[src/rtl/cfl_pkg.sv]
package cfl_pkg;
  localparam int FIELD_W    = 4;
  localparam int NUM_FIELDS = 8;
  localparam int CR_W       = FIELD_W * NUM_FIELDS;
  localparam int SEL_W      = $clog2(NUM_FIELDS);
  localparam int TBL_W      = 8;
  localparam int IDX3_W     = $clog2(TBL_W);
  localparam int IDX2_W     = $clog2(FIELD_W);
  localparam int INSTR_W    = 32;
  localparam int OP_W       = 6;
  localparam int XO_W       = 5;

  typedef enum logic [1:0] {OP_NONE, OP_TERN, OP_BIN} cfl_op_e;

  // msk[i] and tbl[j] are indexed by the MSB-first element number
  typedef struct packed {
    cfl_op_e              op;
    logic [SEL_W-1:0]     dst;
    logic [SEL_W-1:0]     src1;
    logic [SEL_W-1:0]     src2;
    logic [FIELD_W-1:0]   msk;
    logic [TBL_W-1:0]     tbl;
    logic                 illegal;
  } cfl_dec_t;
endpackage

[src/rtl/cfl_decode.sv]
module cfl_decode
  import cfl_pkg::*;
#(
  parameter logic [OP_W-1:0] PO      = 6'd19,
  parameter logic [XO_W-1:0] XO_TERN = 5'd8,
  parameter logic [XO_W-1:0] XO_BIN  = 5'd9
) (
  input  logic [INSTR_W-1:0] instr,
  output cfl_dec_t           dec
);
  localparam int TOP = INSTR_W - 1;

  logic [OP_W-1:0] po;
  logic [XO_W-1:0] xo;

  always_comb begin
    po       = instr[TOP -: OP_W];
    xo       = instr[5:1];
    dec.dst  = instr[TOP-6  -: SEL_W];
    dec.src1 = instr[TOP-11 -: SEL_W];
    dec.src2 = instr[TOP-16 -: SEL_W];
    dec.msk[0] = instr[TOP-9];
    dec.msk[1] = instr[TOP-10];
    dec.msk[2] = instr[TOP-14];
    dec.msk[3] = instr[TOP-15];
    for (int j = 0; j < TBL_W - 1; j++) dec.tbl[j] = instr[TOP-19-j];
    dec.tbl[TBL_W-1] = instr[0];
    if (po == PO && xo == XO_TERN)     dec.op = OP_TERN;
    else if (po == PO && xo == XO_BIN) dec.op = OP_BIN;
    else                               dec.op = OP_NONE;
    dec.illegal = (dec.op == OP_NONE) || (dec.msk == '0);
  end
endmodule

[src/rtl/cfl_field_read.sv]
module cfl_field_read
  import cfl_pkg::*;
(
  input  logic [CR_W-1:0]    cr,
  input  logic [SEL_W-1:0]   sel,
  output logic [FIELD_W-1:0] fld   // fld[i] = MSB-first bit i of the field
);
  always_comb begin
    fld = '0;
    for (int n = 0; n < NUM_FIELDS; n++) begin
      if (sel == SEL_W'(n)) begin
        for (int i = 0; i < FIELD_W; i++) fld[i] = cr[CR_W-1-FIELD_W*n-i];
      end
    end
  end
endmodule

[src/rtl/cfl_lut_core.sv]
module cfl_lut_core
  import cfl_pkg::*;
(
  input  cfl_op_e            op,
  input  logic [FIELD_W-1:0] a,
  input  logic [FIELD_W-1:0] b,
  input  logic [FIELD_W-1:0] c,
  input  logic [TBL_W-1:0]   tbl,
  input  logic [FIELD_W-1:0] msk,
  output logic [FIELD_W-1:0] res
);
  genvar gi;
  generate
    for (gi = 0; gi < FIELD_W; gi++) begin : g_bit
      logic [IDX3_W-1:0] j3;
      logic [IDX2_W-1:0] j2;
      logic              val;
      always_comb begin
        j3  = {a[gi], b[gi], c[gi]};
        j2  = {a[gi], b[gi]};
        val = (op == OP_BIN) ? c[j2] : tbl[j3];
        res[gi] = msk[gi] ? val : a[gi];
      end
    end
  endgenerate

  // bits with a clear mask keep the destination value
  always_comb begin
    if (op != OP_NONE)
      p_unmasked_kept_r4: assert (((res ^ a) & ~msk) == '0)
        else $error("unmasked destination bit changed");
  end
endmodule

[src/rtl/cfl_unit.sv]
module cfl_unit
  import cfl_pkg::*;
#(
  parameter logic [OP_W-1:0] PO      = 6'd19,
  parameter logic [XO_W-1:0] XO_TERN = 5'd8,
  parameter logic [XO_W-1:0] XO_BIN  = 5'd9
) (
  input  logic              clk,
  input  logic              rst_n,
  input  logic              in_valid,
  output logic              in_ready,
  input  logic [INSTR_W-1:0] in_instr,
  input  logic [CR_W-1:0]   in_cr,
  output logic              out_valid,
  input  logic              out_ready,
  output logic [CR_W-1:0]   out_cr,
  output logic              out_illegal
);
  cfl_dec_t           dec;
  logic [FIELD_W-1:0] fa, fb, fc, fnew;
  logic [CR_W-1:0]    next_cr;
  logic               in_fire;

  cfl_decode #(.PO(PO), .XO_TERN(XO_TERN), .XO_BIN(XO_BIN)) u_dec (
    .instr(in_instr), .dec(dec));

  cfl_field_read u_rd_dst  (.cr(in_cr), .sel(dec.dst),  .fld(fa));
  cfl_field_read u_rd_src1 (.cr(in_cr), .sel(dec.src1), .fld(fb));
  cfl_field_read u_rd_src2 (.cr(in_cr), .sel(dec.src2), .fld(fc));

  cfl_lut_core u_core (
    .op(dec.op), .a(fa), .b(fb), .c(fc), .tbl(dec.tbl), .msk(dec.msk), .res(fnew));

  // all operands come from in_cr, so aliased fields see the old value
  always_comb begin
    next_cr = in_cr;
    if (!dec.illegal) begin
      for (int n = 0; n < NUM_FIELDS; n++) begin
        if (dec.dst == SEL_W'(n)) begin
          for (int i = 0; i < FIELD_W; i++) next_cr[CR_W-1-FIELD_W*n-i] = fnew[i];
        end
      end
    end
  end

  assign in_ready = !out_valid || out_ready;
  assign in_fire  = in_valid && in_ready;

  always_ff @(posedge clk or negedge rst_n) begin
    if (!rst_n) begin
      out_valid   <= 1'b0;
      out_cr      <= '0;
      out_illegal <= 1'b0;
    end else begin
      if (in_fire) begin
        out_valid   <= 1'b1;
        out_cr      <= next_cr;
        out_illegal <= dec.illegal;
      end else if (out_ready) begin
        out_valid   <= 1'b0;
      end
    end
  end

  // only the destination field may differ from the input register
  always_comb begin
    if (rst_n && in_valid && !dec.illegal) begin
      for (int n = 0; n < NUM_FIELDS; n++) begin
        if (dec.dst != SEL_W'(n))
          p_other_fields_kept_r1: assert (next_cr[CR_W-1-FIELD_W*n -: FIELD_W] ==
                                           in_cr[CR_W-1-FIELD_W*n -: FIELD_W])
            else $error("non-destination field changed");
      end
    end
  end

  // an illegal request returns the register untouched
  always_comb begin
    if (rst_n && in_valid && dec.illegal)
      p_illegal_unchanged_r5: assert (next_cr == in_cr)
        else $error("illegal request altered the register");
  end

  // a stalled response holds
  p_stall_hold_r9: assert property (@(posedge clk) disable iff (!rst_n)
    out_valid && !out_ready |=> out_valid && $stable(out_cr) && $stable(out_illegal))
    else $error("stalled response changed");
endmodule

[config.mk]
export PLATFORM = sky130hd
export DESIGN_NAME = cfl_unit
export DESIGN_NICKNAME = d
export VERILOG_FILES = /design/src/rtl/cfl_pkg.sv /design/src/rtl/cfl_decode.sv /design/src/rtl/cfl_field_read.sv /design/src/rtl/cfl_lut_core.sv /design/src/rtl/cfl_unit.sv
export SDC_FILE = /design/constraint.sdc
export NUM_CORES = 1
export LEC_CHECK = 0
export BUFFER_PORTS_ARGS = -buffer_cell sky130_fd_sc_hd__buf_4
export CORE_MARGIN = 5
export CORE_UTILIZATION = 45
export DETAILED_ROUTE_END_ITERATION = 12
export PLACE_DENSITY_LB_ADDON = 0.05
export SLEW_MARGIN = 15
export SYNTH_ARGS = -nofsm -noshare
export SYNTH_HDL_FRONTEND = slang
export SYNTH_SLANG_ARGS = --single-unit
[constraint.sdc]
create_clock -name clk -period 1.42 [get_ports clk]
set_input_delay 0.071 -clock clk [delete_from_list [all_inputs] [get_ports clk]]
set_output_delay 0.071 -clock clk [all_outputs]
set_load 0.01 [all_outputs]
==> qor.yml <==
cts_htree_levels: 2
netlist_area_um2: 3110
crit_path_end: "out_cr[31]"
hold_path.class: "in -> reg"
drc: 0
viasPerCell: 6.08
dieArea_um2: 8680
drt_wl_total_mm: 12.1
nNetsFinal: 582
p_per_area_nw_per_um2: 772
timing.rr.start: "out_valid"
reg2reg_depth: 6
avgRoutedWirePerCell_um: 20.3
critical_path.slowest_cell: "mux4_2"
cp-startpoint: "in_instr[19]"
critPathTopFamily: "multiplexers"
cts_buffers: 5
core-area_um2: 6760
crit_path_max_fanout: 8
cp.required_ps: 1580
clk_path_buf_depth: 2
ys_types: 60
synth_nets: 398
slowest_delay_ps: 510
io_pins: 103
die_h_um: 93.1
crit_cells: 9
layout-drive-gt1-share_pct: 55.5
drtIter0Drc: 244
cp.arrival_ps: 2000
critPathCaptureType: "flop"
worstSkewPairLatency_ps: 290
skew_ps: 7.11
synth_common_cells: "dfrtp_1, o21ai_0, a21oi_1, and3_1, mux2i_1"
area_delta_synth_final_pct: 64.0
ff2ff_setup_slack_ps: -50
synth_edf_count: 0
yosysWarnings: 0
yosysMostFrequentCell: "dfrtp_1"
syn_avg_cell_area_um2: 9.43
outcome: "finished with violations"
drv_slew: 0
rows: 30
worst-setup-path-type: "in -> reg"
synth_top_flop_cell: "dfrtp_1"
period_share_pct: 130
timing.max_cap.violations: 0
setup_violations: 32
worstSetupStartpointType: "primary input"
power_uw: 3940
slew_headroom_pct: 71.8
crit_chain: "bufbuf_16 -> mux4_2 -> mux2i_4 -> buf_12 -> mux2i_1 -> nand2_1 -> a21oi_2 -> o21a_4 -> o21ai_1"
peakVddDrop_mv: 0.572
globalplace.congestion: 0.929
yosysTopAreaCellShare_pct: 27.4
synth_seq_cells: 34
grt_pass1_wl_mm: 18.8
port_buffers: 102
finish.utilization_pct: 75.5
fin_area_um2: 5100
grt_overflow: 0
ys_seq_area_share_pct: 27.4
yosysTopAreaCell: "dfrtp_1"
initial_core_util_pct: 46.0
grt_pass1_vias: 3569
antenna_left: 0
cts_tree: "done"
hpwl_mm: 9.56
clockRootBuffer: "clkbuf_8"
clkSlewWorstSetupHoldPaths_ps: 70
clkSinkCount: 34
rsz0062_at_grt: "true"
grt_antenna_before_repair: 0
fin_ws_ps: -423
die_w_um: 93.1
synth.area.top_cells: "dfrtp_1, mux4_2, mux2i_1"
violations: "negative setup slack"
antenna_cells: 0
ys_async_sr_fraction_pct: 100
hold_viol: 0
min_period_ps: 1840
worst_slew_pin_slew_ps: 423
num_vias: 3617
place_area_um2: 4620
track_usage_pct: 27.7
cellLeakagePower_uw: 0.00243
timing.rr.end: "out_cr[22]"
grt_max_degree: 35
clock.fmax_mhz: 543
drtPass1Iterations: 5
netlist_instances: 330
worst-path-buf-inv: 2
power by group:
| group | internal (uW) | leakage [uW] | switching, uW | total [uW] |
|---|---|---|---|---|
| Sequential | 1090 | 0.000414 | 80.8 | 1170 |
| Clock | 490 | 0.0000575 | 368 | 858 |
| Combinational | 1020 | 0.00195 | 885 | 1910 |
| Total | 2610 | 0.00243 | 1330 | 3940 |
timing repair:
action | 4_1_cts | 5_1_grt
gates resized for setup | 38 | 31
hold buffers | 2 | 0
setup endpoints to repair | 32 | 32
buffers inserted | 3 | 3
pin swaps | 22 | 12
cloned | 1 | 0
endpoints found under the hold margin | 35 | 0
kinds of logic after synthesis:
family | after synthesis | synth area share, %
AOI/OAI and AO/OA | 112 | 24.2
buffers and inverters | 29 | 4.55
and+or+nand+nor | 104 | 19.3
DFF | 34 | 27.4
muxes | 51 | 24.6
worst min-delay path: cells and delay by family:
family,cells,cell delay (ps)
AOI/OAI and AO/OA,2,130
buffers and inverters,2,190
per-layer routing:
layer	share of wire, %	global-route usage [%]	vias to the layer above
li1	-	-	1659
met1	41	36.8	1774
met2	49	46.9	157
met3	7.0	5.47	27
met4	2.2	6.11	0
met5	0	0	-
registers in the layout, summed over array words and instances, names as in the netlist:
signal / flops
out_valid: 1
out_illegal: 1
out_cr: 32
cell type report:
cell class	count	area (um2)
tap	80	100
multi-input combinational	267	2340
fill	509	1660
inverter	7	28.8
timing repair buffer	199	1670
sequential	34	851
clock buffer	8	110
how the worst min path moves through the flow:
stage | startpoint | endpoint | slack, ps | cells after the start
after floorplan | rst_n | out_cr[0] | -220 | 0
after global placement | rst_n | out_cr[3] | 40 | 1
after detailed placement | rst_n | out_cr[3] | 40 | 1
after CTS | in_cr[30] | out_cr[30] | 150 | 4
after global routing | in_cr[27] | out_cr[27] | 170 | 4
final | in_cr[26] | out_cr[26] | 140 | 4
cells in the final DEF (no fill, tap or decap), types with 5 or more instances in the layout:
master / n
o21ai_0: 8
inv_1: 5
mux2i_1: 24
nand2_1: 15
nand3_1: 7
a21oi_1: 27
nor2_1: 12
buf_6: 8
mux4_2: 16
buf_4: 179
dfrtp_1: 34
o21ai_2: 23
a22oi_1: 10
nand2b_1: 12
buf_12: 9
and3_1: 24
clkbuf_8: 8
stage by stage:
stage	hold WS [ps]	setup WS, ps	TNS [ps]	std cells
after floorplan	-225	-584	-15900	330
after global placement	39.4	-811	-24690	578
after detailed placement	40.4	-892	-25980	578
after CTS	154	-397	-11300	592
after global routing	165	-512	-14210	595
final	144	-423	-11870	595
Power figures use the tool's default switching activity.
